**config.mk**
```make
export PLATFORM = sky130hd
export DESIGN_NAME = ddr_cmd_tracker
export DESIGN_NICKNAME = d
export VERILOG_FILES = /design/src/rtl/ddrmon_pkg.sv /design/src/rtl/ddrmon_decode.sv /design/src/rtl/ddrmon_bank.sv /design/src/rtl/ddrmon_burst.sv /design/src/rtl/ddr_cmd_tracker.sv
export SDC_FILE = /design/constraint.sdc
export NUM_CORES = 1
export LEC_CHECK = 0
export ABC_AREA = 1
export BUFFER_PORTS_ARGS = -buffer_cell sky130_fd_sc_hd__buf_2
export CORE_UTILIZATION = 48
export DETAILED_ROUTE_END_ITERATION = 7
export HOLD_SLACK_MARGIN = 0.03
export PLACE_DENSITY = 0.79
export SYNTH_ARGS = -nofsm -noshare
export SYNTH_HDL_FRONTEND = slang
export SYNTH_SLANG_ARGS = --single-unit
```
**constraint.sdc**
```tcl
create_clock -name clk -period 1.7 [get_ports clk]
set_input_delay 0.085 -clock clk [delete_from_list [all_inputs] [get_ports clk]]
set_output_delay 0.085 -clock clk [all_outputs]
set_load 0.02 [all_outputs]
```
**src/rtl/ddrmon_pkg.sv**
```systemverilog
`timescale 1ns/1ps
package ddrmon_pkg;
   typedef enum logic [3:0] {
      CMD_NOP  = 4'd0,
      CMD_ACT  = 4'd1,
      CMD_RD   = 4'd2,
      CMD_WR   = 4'd3,
      CMD_BST  = 4'd4,
      CMD_PRE  = 4'd5,
      CMD_REF  = 4'd6,
      CMD_SREF = 4'd7,
      CMD_LMR  = 4'd8
   } cmd_e;

   typedef enum logic [2:0] {
      E_NONE       = 3'd0,
      E_ACC_CLOSED = 3'd1,
      E_ACT_OPEN   = 3'd2,
      E_REF_OPEN   = 3'd3,
      E_BST        = 3'd4,
      E_MR_RSVD    = 3'd5
   } errc_e;
endpackage

```
**src/rtl/ddrmon_decode.sv**
```systemverilog
`timescale 1ns/1ps
module ddrmon_decode
   import ddrmon_pkg::*;
(
   input  logic cs_n,
   input  logic ras_n,
   input  logic cas_n,
   input  logic we_n,
   input  logic cke,
   output cmd_e cmd
);
   always_comb begin
      cmd = CMD_NOP;
      if (!cs_n) begin
         unique case ({ras_n, cas_n, we_n})
            3'b111: cmd = CMD_NOP;
            3'b011: cmd = CMD_ACT;
            3'b101: cmd = CMD_RD;
            3'b100: cmd = CMD_WR;
            3'b110: cmd = CMD_BST;
            3'b010: cmd = CMD_PRE;
            3'b001: cmd = cke ? CMD_REF : CMD_SREF;
            default: cmd = CMD_LMR;
         endcase
      end
   end
endmodule

```
**src/rtl/ddrmon_bank.sv**
```systemverilog
`timescale 1ns/1ps
module ddrmon_bank #(
   parameter int ROW_W    = 13,
   parameter int AP_DELAY = 4
) (
   input  logic             clk,
   input  logic             rst,
   input  logic             act_go,
   input  logic             acc_go,
   input  logic             acc_ap,
   input  logic             close_go,
   input  logic [ROW_W-1:0] row_in,
   output logic             open_o,
   output logic [ROW_W-1:0] row_o
);
   localparam int CW = $clog2(AP_DELAY + 1);

   generate
      if (AP_DELAY < 1) begin : g_bad_delay
         $error("AP_DELAY must be at least 1");
      end
   endgenerate

   logic             open_q;
   logic             pend_q;
   logic [CW-1:0]    cnt_q;
   logic [ROW_W-1:0] row_q;

   always_ff @(posedge clk) begin
      if (rst) begin
         open_q <= 1'b0;
         pend_q <= 1'b0;
         cnt_q  <= '0;
         row_q  <= '0;
      end else if (act_go) begin
         open_q <= 1'b1;
         pend_q <= 1'b0;
         row_q  <= row_in;
      end else if (close_go) begin
         open_q <= 1'b0;
         pend_q <= 1'b0;
      end else if (acc_go) begin
         pend_q <= acc_ap;
         cnt_q  <= CW'(AP_DELAY - 1);
      end else if (pend_q) begin
         if (cnt_q == '0) begin
            open_q <= 1'b0;
            pend_q <= 1'b0;
         end else begin
            cnt_q <= cnt_q - 1'b1;
         end
      end
   end

   assign open_o = open_q;
   assign row_o  = row_q;

   // a pending auto precharge only exists on an open bank
   assert_pend_on_open_R4: assert property (@(posedge clk) disable iff (rst)
      pend_q |-> open_q);

   // an open bank with nothing pending and no precharge stays open
   assert_stays_open_R3: assert property (@(posedge clk) disable iff (rst)
      (open_q && !pend_q && !close_go && !(acc_go && acc_ap)) |=> open_q);
endmodule

```
**src/rtl/ddrmon_burst.sv**
```systemverilog
`timescale 1ns/1ps
module ddrmon_burst #(
   parameter int BURST_CYC = 4
) (
   input  logic clk,
   input  logic rst,
   input  logic start,
   input  logic kill,
   output logic ok
);
   localparam int LW = $clog2(BURST_CYC + 1);

   generate
      if (BURST_CYC < 1) begin : g_bad_burst
         $error("BURST_CYC must be at least 1");
      end
   endgenerate

   logic [LW-1:0] left_q;

   always_ff @(posedge clk) begin
      if (rst)                 left_q <= '0;
      else if (start)          left_q <= LW'(BURST_CYC);
      else if (kill)           left_q <= '0;
      else if (left_q != '0)   left_q <= left_q - 1'b1;
   end

   assign ok = (left_q != '0);

   // a plain read always opens a burst-stop window on the next edge
   assert_window_opens_R5: assert property (@(posedge clk) disable iff (rst)
      (start && !kill) |=> ok);
endmodule

```
**src/rtl/ddr_cmd_tracker.sv**
```systemverilog
`timescale 1ns/1ps
module ddr_cmd_tracker
   import ddrmon_pkg::*;
#(
   parameter int NUM_BANKS = 4,
   parameter int ROW_W     = 13,
   parameter int ADDR_W    = 13,
   parameter int AP_BIT    = 10,
   parameter int AP_DELAY  = 4,
   parameter int BURST_CYC = 4
) (
   input  logic                       clk,
   input  logic                       rst,
   input  logic                       cs_n,
   input  logic                       ras_n,
   input  logic                       cas_n,
   input  logic                       we_n,
   input  logic                       cke,
   input  logic [1:0]                 ba,
   input  logic [ADDR_W-1:0]          addr,
   output logic [3:0]                 cmd_code,
   output logic [NUM_BANKS-1:0]       bank_open,
   output logic [NUM_BANKS*ROW_W-1:0] bank_row,
   output logic                       mr_we,
   output logic                       mr_sel,
   output logic [ADDR_W-1:0]          mr_opcode,
   output logic                       err,
   output logic [2:0]                 err_code,
   output logic                       self_ref
);
   localparam int BA_W = $clog2(NUM_BANKS);

   generate
      if (NUM_BANKS != 4) begin : g_bad_banks
         $error("port ba is 2 bits wide, NUM_BANKS must be 4");
      end
      if (ADDR_W <= AP_BIT) begin : g_bad_apbit
         $error("AP_BIT must lie inside the address bus");
      end
      if (ROW_W > ADDR_W) begin : g_bad_row
         $error("ROW_W cannot exceed ADDR_W");
      end
   endgenerate

   cmd_e cmd_raw;
   cmd_e cmd_eff;

   ddrmon_decode u_dec (
      .cs_n  (cs_n),
      .ras_n (ras_n),
      .cas_n (cas_n),
      .we_n  (we_n),
      .cke   (cke),
      .cmd   (cmd_raw)
   );

   logic                 sref_q;
   logic [BA_W-1:0]      bsel;
   logic                 ap_flag;
   logic                 any_open;
   logic                 sel_open;
   logic                 bst_ok;
   logic                 legal;
   errc_e                errc_n;
   logic [NUM_BANKS-1:0] open_w;
   logic [ROW_W-1:0]     row_w [NUM_BANKS];

   assign cmd_eff  = sref_q ? CMD_NOP : cmd_raw;
   assign bsel     = ba;
   assign ap_flag  = addr[AP_BIT];
   assign any_open = |open_w;
   assign sel_open = open_w[bsel];

   always_comb begin
      errc_n = E_NONE;
      unique case (cmd_eff)
         CMD_ACT:           if (sel_open)  errc_n = E_ACT_OPEN;
         CMD_RD, CMD_WR:    if (!sel_open) errc_n = E_ACC_CLOSED;
         CMD_BST:           if (!bst_ok)   errc_n = E_BST;
         CMD_REF, CMD_SREF: if (any_open)  errc_n = E_REF_OPEN;
         CMD_LMR:           if (ba > 2'd1) errc_n = E_MR_RSVD;
         default:           errc_n = E_NONE;
      endcase
   end
   assign legal = (errc_n == E_NONE);

   genvar gi;
   generate
      for (gi = 0; gi < NUM_BANKS; gi++) begin : g_bank
         logic hit;
         assign hit = (bsel == BA_W'(gi));
         ddrmon_bank #(
            .ROW_W    (ROW_W),
            .AP_DELAY (AP_DELAY)
         ) u_bank (
            .clk      (clk),
            .rst      (rst),
            .act_go   (legal && cmd_eff == CMD_ACT && hit),
            .acc_go   (legal && (cmd_eff == CMD_RD || cmd_eff == CMD_WR) && hit),
            .acc_ap   (ap_flag),
            .close_go (cmd_eff == CMD_PRE && (ap_flag || hit)),
            .row_in   (addr[ROW_W-1:0]),
            .open_o   (open_w[gi]),
            .row_o    (row_w[gi])
         );
         assign bank_row[gi*ROW_W +: ROW_W] = row_w[gi];

         // a bank only opens on a decoded activate
         assert_open_by_act_R2: assert property (@(posedge clk) disable iff (rst)
            $rose(bank_open[gi]) |-> (cmd_code == CMD_ACT && !err));
      end
   endgenerate

   ddrmon_burst #(
      .BURST_CYC (BURST_CYC)
   ) u_burst (
      .clk   (clk),
      .rst   (rst),
      .start (legal && cmd_eff == CMD_RD && !ap_flag),
      .kill  ((legal && cmd_eff == CMD_RD && ap_flag) ||
              (legal && cmd_eff == CMD_WR) || cmd_eff == CMD_BST),
      .ok    (bst_ok)
   );

   cmd_e              cmd_q;
   errc_e             errc_q;
   logic              err_q;
   logic              mrwe_q;
   logic              mrsel_q;
   logic [ADDR_W-1:0] mrop_q;

   always_ff @(posedge clk) begin
      if (rst) begin
         cmd_q   <= CMD_NOP;
         errc_q  <= E_NONE;
         err_q   <= 1'b0;
         mrwe_q  <= 1'b0;
         mrsel_q <= 1'b0;
         mrop_q  <= '0;
         sref_q  <= 1'b0;
      end else begin
         cmd_q  <= cmd_eff;
         errc_q <= errc_n;
         err_q  <= !legal;
         mrwe_q <= legal && cmd_eff == CMD_LMR;
         if (legal && cmd_eff == CMD_LMR) begin
            mrsel_q <= ba[0];
            mrop_q  <= addr;
         end
         if (sref_q) begin
            if (cke) sref_q <= 1'b0;
         end else if (legal && cmd_eff == CMD_SREF) begin
            sref_q <= 1'b1;
         end
      end
   end

   assign cmd_code  = cmd_q;
   assign bank_open = open_w;
   assign mr_we     = mrwe_q;
   assign mr_sel    = mrsel_q;
   assign mr_opcode = mrop_q;
   assign err       = err_q;
   assign err_code  = errc_q;
   assign self_ref  = sref_q;

   // the strobe only follows an accepted mode load
   assert_mr_strobe_R8: assert property (@(posedge clk) disable iff (rst)
      mr_we |-> (cmd_code == CMD_LMR && !err));

   // the error pulse always carries a reason, and a reason never stands alone
   assert_err_reason_R7: assert property (@(posedge clk) disable iff (rst)
      err == (err_code != 3'd0));

   // entering self-refresh needs every bank closed
   assert_sref_idle_R10: assert property (@(posedge clk) disable iff (rst)
      $rose(self_ref) |-> (bank_open == '0 && cmd_code == CMD_SREF));

   // commands sampled during self-refresh are ignored
   assert_sref_ignores_R10: assert property (@(posedge clk) disable iff (rst)
      self_ref |=> (cmd_code == CMD_NOP && !err));
endmodule

```
==> qor.txt, run 1 <==
PortBufs -> 101
# clock sinks -> 99
DP HPWL -> 8.156 mm
DR DRC count -> 0
sequential-to-total area share from yosys stat -> 47.14%
EDFF count, synth -> 0
die height -> 95.59 microns
core area -> 8341 sq um
Die Span X -> 95.59 microns
final setup vio count -> 93
I/O pins -> 102
largest net degree at the start of global routing -> 58
critical path class -> reg2reg
Syn Nets -> 583
worst hold stages -> 3
Worst EP required -> 2000 ps
clk_lat worst skew -> 380 ps
max_slew headroom -> 66.84%
vias in the first global route -> 4,201
Max-cap violations -> 0
ANT nets after route -> 0
Top FF cell, synth -> dfxtp_1
design area -> 5929 sq um
nets -> 736
most common library cell in the layout ignoring fill and taps -> nor2_1
Async S/R FF share, synth -> 0%
final worst-path cycle share -> 120.2%
Vias/cell -> 5.514
Max H-tree Level -> 3
min-delay worst type -> in2reg
DR vias -> 4,488
P per Cell Area -> 847.9 nW/um^2
RSZ-0062 raised after global routing -> yes
RePlAce Congestion -> 0.8874
initial antenna violation count -> 0
crit end category -> flop
Rows -> 33
CP arrival -> 2350 ps
Max stage delay on crit path -> 380 ps
worst setup margin -> -343.0 ps
Synth Register Bits -> 99
CP max-delay cell -> dfxtp_4
post-synthesis cell type count -> 30
fmax -> 489.5 MHz
Post-Syn Instances -> 551
Worst R2R Path Depth -> 11
final hold vios -> 0
CTS tree -> done
first-pass GRT wire length -> 19.60 mm
DR pass1 iterations -> 5
DR WL/cell -> 16.57 microns
Least-Margin Pin Slew -> 497.5 ps
total global routing overflow -> 0
outcome -> finished with violations
failing checks -> negative setup slack
Post-Syn Area -> 4204 sq um
critical-path cell list -> nor2_4 > nand4_1 > o21ai_2 > nor2_4 > buf_6 > nand4_1 > buf_6 > nor2_2 > nor2_1 > nand3_1 > a21oi_1
post-synthesis average cell area -> 7.630 sq um
initial core utilization -> 50.41%
overall power -> 5.028 mW
Max Slew Vio Count -> 0
synthesis-to-finish area growth -> 41.04%
final WL -> 13.49 mm
worst vdd ir -> 0.5811 mV
critical-path maximum fanout -> 6
total CTS buffers -> 9
commonest cells after routing, fill and taps aside -> 126 x nor2_1, 101 x buf_2, 97 x dfxtp_1, 48 x nand2_1, 44 x o21ai_2
gr usage total -> 28.08%
die area -> 9136 sq um
final std cells w/o fill -> 814
leakage -> 2.674 nW
share of cells above drive strength 1 -> 39.49%
crit start category -> flop
First DRT Iteration DRCs -> 383
Clock Root Buffer -> clkbuf_8
yosys synthesis warning count -> 0
Max clock buf depth -> 2
min cycle time layout -> 2043 ps
Antenna Cells -> 0
Util after Layout -> 71.09%
Setup Skew -> 14.11 ps
DP Cell Count -> 766
Area after DPL -> 4977 sq um
Clk pin slew, worst setup/hold paths -> 110 ps
state kept, by name (all words and copies together), names as in the netlist:
| register | count |
|---|---|
| err | 1 |
| g_bank.u_bank.pend_q | 4 |
| mr_opcode | 13 |
| g_bank.u_bank.row_o | 52 |
| cmd_code | 4 |
| mr_we | 1 |
| g_bank.u_bank.open_o | 4 |
| err_code | 3 |
| self_ref | 1 |
| mr_sel | 1 |
| u_burst.left_q | 3 |
| g_bank.u_bank.cnt_q | 12 |
final timing paths:
path           startpoint                         to  slack, ps
max              self_ref  g_bank[1].u_bank.cnt_q[2]       -340
min               addr[9]  g_bank[0].u_bank.row_o[9]         40
max reg2reg      self_ref  g_bank[1].u_bank.cnt_q[2]       -340
min reg2reg  mr_opcode[6]               mr_opcode[6]        460
cell usage after synthesis (7+ instances only):
master	n	share of area, %
nor2_1	137	12
dfxtp_1	99	47
nand2_1	57	5.1
o21ai_0	53	6.3
nand3_1	37	4.4
a21oi_1	35	4.2
inv_1	35	3.1
clkbuf_1	12	1.1
ha_1	10	3.0
nand4_1	9	1.3
o21ai_1	8	0.95
buf_4	7	1.2
nand2_2	7	1.0
cell type report:
class                   count  area, sq um
clock buffers              10        148.9
flip-flops and latches     99         1987
repair buffers            167         1162
inverters                  42        177.7
fillers                   588         2411
well taps                 105        131.4
multi-input cells         385         2245
clock inverters             6        77.57
metrics by stage:
stage | TNS [ps] | setup slack (ps) | hold WS, ps
after floorplan | -46.50 | -4.555 | 175.6
after global placement | -4632 | -110.7 | 280.6
after detailed placement | -9598 | -193.3 | 290.2
after CTS | -12730 | -189.3 | 30.11
after global routing | -28560 | -517.1 | 30.79
final | -20820 | -343.0 | 36.44
repair_timing:
action,4_1_cts,5_1_grt
hold buffers,9,1
pin swaps,23,71
gates cloned,2,2
hold endpoints to repair,15,1
endpoints found under the setup margin,90,93
gates resized for setup,75,89
setup buffers,16,3
layer usage:
metal	part of all wire [%]	global-route usage [%]	vias up
li1	-	-	2099
met1	38	32.96	2118
met2	51	47.98	229
met3	8.1	6.778	42
met4	3.0	13.31	0
met5	0	0	-
cell families (layout without fill, tap and decap cells):
group	Yosys count	after routing	synth area share, %
and+or+nand+nor	262	263	27.38
AOI/OAI and AO/OA	106	106	13.60
DFF	99	99	47.14
buffers and inverters	68	225	7.649
adders and majority gates	10	10	2.976
xor gates and xnor gates	6	6	1.250
power breakdown:
group	switching (mW)	internal, mW
Sequential	0.0388	2.39
Clock	0.903	0.798
Combinational	0.531	0.365
Total	1.47	3.55
critical path, delay by kind of cell (launching register included):
family                 cells  cell delay [ps]
and+or+nand+nor            7              870
buffers and inverters      2              270
AOI/OAI and AO/OA          2              450
DFF                        1              380
Power figures use the tool's default switching activity.
==> run 2: changes to the inputs <==
Settings changed: CORE_UTILIZATION 48 to 50, CTS_BUF_LIST from default to sky130_fd_sc_hd__clkbuf_4 sky130_fd_sc_hd__clkbuf_8, PLACE_DENSITY 0.79 to 0.81.
==> qor.txt, run 2 (synthesis gave the netlist of run 1 again) <==
outcome -> finished with violations (unchanged)
failing checks -> negative setup slack (unchanged)
min cycle time layout -> 1939 ps (was 2043 ps)
nets -> 732 (was 736)
first-pass GRT wire length -> 19.26 mm (was 19.60 mm)
final hold vios -> 0 (unchanged)
Rows -> 33 (unchanged)
clk_lat worst skew -> 370 ps (was 380 ps)
RSZ-0062 raised after global routing -> yes (unchanged)
min-delay worst type -> in2reg (unchanged)
DP Cell Count -> 767 (was 766)
final worst-path cycle share -> 114.1% (was 120.2%)
DR WL/cell -> 16.25 microns (was 16.57 microns)
Die Span X -> 93.70 microns (was 95.59 microns)
die height -> 93.70 microns (was 95.59 microns)
P per Cell Area -> 836.3 nW/um^2 (was 847.9 nW/um^2)
Reg power frac -> 48.2% (was 48.3%)
Antenna Cells -> 0 (unchanged)
PortBufs -> 101 (unchanged)
critical-path cell list -> nor2_4 > nand4_1 > buf_4 > o21ai_2 > nor2_2 > nand4_4 > nor2_4 > buf_12 > nor2_4 > nand2_4 > nand2_1 > a21oi_1 (was nor2_4 > nand4_1 > o21ai_2 > nor2_4 > buf_6 > nand4_1 > buf_6 > nor2_2 > nor2_1 > nand3_1 > a21oi_1)
largest net degree at the start of global routing -> 42 (was 58)
DR vias -> 4,454 (was 4,488)
Max clock buf depth -> 2 (unchanged)
commonest cells after routing, fill and taps aside -> 117 x nor2_1, 101 x buf_2, 97 x dfxtp_1, 52 x o21ai_2, 46 x nand2_1 (was 126 x nor2_1, 101 x buf_2, 97 x dfxtp_1, 48 x nand2_1, 44 x o21ai_2)
DR pass1 iterations -> 5 (unchanged)
Least-Margin Pin Slew -> 554.6 ps (was 497.5 ps)
critical path class -> reg2reg (unchanged)
CTS tree -> done (unchanged)
worst setup margin -> -239.1 ps (was -343.0 ps)
RePlAce Congestion -> 0.8895 (was 0.8874)
# clock sinks -> 99 (unchanged)
vias in the first global route -> 4,123 (was 4,201)
max reg flops -> 52 (unchanged)
crit start category -> flop (unchanged)
core area -> 8175 sq um (was 8341 sq um)
Worst EP required -> 1940 ps (was 2000 ps)
Setup Skew -> 13.52 ps (was 14.11 ps)
DP HPWL -> 7.929 mm (was 8.156 mm)
Max H-tree Level -> 3 (unchanged)
final WL -> 13.16 mm (was 13.49 mm)
crit end category -> flop (unchanged)
sw frac -> 27.94% (was 29.30%)
most common library cell in the layout ignoring fill and taps -> nor2_1 (unchanged)
switching pwr -> 1.409 mW (was 1.473 mW)
critical-path maximum fanout -> 7 (was 6)
Util after Layout -> 73.74% (was 71.09%)
initial core utilization -> 51.42% (was 50.41%)
overall power -> 5.042 mW (was 5.028 mW)
clock power share -> 34.8% (was 33.8%)
Comb pwr share -> 17.0% (was 17.8%)
Pint -> 3.633 mW (was 3.554 mW)
cell mode on critical path -> nor2_4
fill cell count -> 543 (was 588)
I/O pins -> 102 (unchanged)
max_slew headroom -> 63.03% (was 66.84%)
fmax -> 515.7 MHz (was 489.5 MHz)
ANT nets after route -> 0 (unchanged)
Max stage delay on crit path -> 370 ps (was 380 ps)
DR DRC count -> 0 (unchanged)
total global routing overflow -> 0 (unchanged)
share of cells above drive strength 1 -> 43.97% (was 39.49%)
final std cells w/o fill -> 810 (was 814)
worst vdd ir -> 0.5181 mV (was 0.5811 mV)
Clk pin slew, worst setup/hold paths -> 100 ps (was 110 ps)
CP arrival -> 2180 ps (was 2350 ps)
gr usage total -> 27.88% (was 28.08%)
First DRT Iteration DRCs -> 198 (was 383)
Clock Root Buffer -> clkbuf_8 (unchanged)
die area -> 8779 sq um (was 9136 sq um)
final setup vio count -> 92 (was 93)
worst hold margin -> 41.02 ps (was 36.44 ps)
initial antenna violation count -> 0 (unchanged)
Max-cap violations -> 0 (unchanged)
Max Slew Vio Count -> 0 (unchanged)
synthesis-to-finish area growth -> 43.39% (was 41.04%)
CP max-delay cell -> dfxtp_4 (unchanged)
total CTS buffers -> 9 (unchanged)
Vias/cell -> 5.499 (was 5.514)
leakage -> 2.688 nW (was 2.674 nW)
==> run 2: changes by cell type in the layout (fill, tap and decap cells not counted), sizes merged <==
cell / change
buf: +2
clkinvlp: -1
clkbuf: +1
nand2: -1
bufinv: +1
dlygate4sd3: -7
clkinv: +1
==> run 2: repair_timing <==
item | in CTS | in global routing
pin swaps | 33 | 41
hold buffers | 3 | 0
hold endpoints to repair | 4 | 0
gates cloned | 3 | 3
setup endpoints to repair | 87 | 92
buffers inserted | 9 | 10
resized for setup | 119 | 84
==> run 2: worst paths after layout <==
kind	from	to	slack, ps	cells past startpoint
worst min-delay path	addr[1]	mr_opcode[1]	40	3
worst min register to register	mr_opcode[5]	mr_opcode[5]	460	2
worst max-delay path	self_ref	g_bank[2].u_bank.cnt_q[0]	-240	12
worst max register to register	self_ref	g_bank[2].u_bank.cnt_q[0]	-240	12
==> run 2: metrics by stage <==
step	TNS (ps)	setup slack, ps	cell area [sq um]
after floorplan	-46.50	-4.555	4217
after global placement	-1168	-30.49	4960
after detailed placement	-7057	-131.5	4960
after CTS	-6508	-149.1	5599
after global routing	-25650	-375.8	6028
final	-15520	-239.1	6028
==> run 2: critical path, delay by kind of cell, from the launching register on <==
family | cells | cell delay, ps
AO/OA/AOI/OAI | 2 | 180
flip-flops | 1 | 370
AND/OR/NAND/NOR | 8 | 920
buffers and inverters | 2 | 340
==> run 2: metal layers <==
layer | GRT usage (%) | wire length (microns) | up-vias
met5 | 0 | 0 | -
met4 | 8.462 | 402 | 0
met3 | 8.091 | 897 | 43
met2 | 49.33 | 6730 | 201
met1 | 32.28 | 5131 | 2120
li1 | - | - | 2090
==> run 2: cell type report <==
class	instances	area (sq um)	share of cell area, %
timing repair buffer	162	1139	18.89
sequential	99	1987	32.96
inverter	42	191.4	3.176
clock inverter	5	82.58	1.370
timing repair inverter	2	17.52	0.2906
clock buffer	11	145.1	2.408
tap	105	131.4	2.179
multi-input combinational	384	2335	38.73
==> run 2: power groups by stage <==
stage | Combinational [mW] | Clock [mW] | Sequential, mW
after global routing | 0.924 | 1.84 | 2.44
final | 0.858 | 1.75 | 2.43
after CTS | 0.755 | 1.75 | 2.43
after global placement | 0.644 | 0 | 2.48
after floorplan | 0.378 | 0 | 2.51
after detailed placement | 0.676 | 0 | 2.48
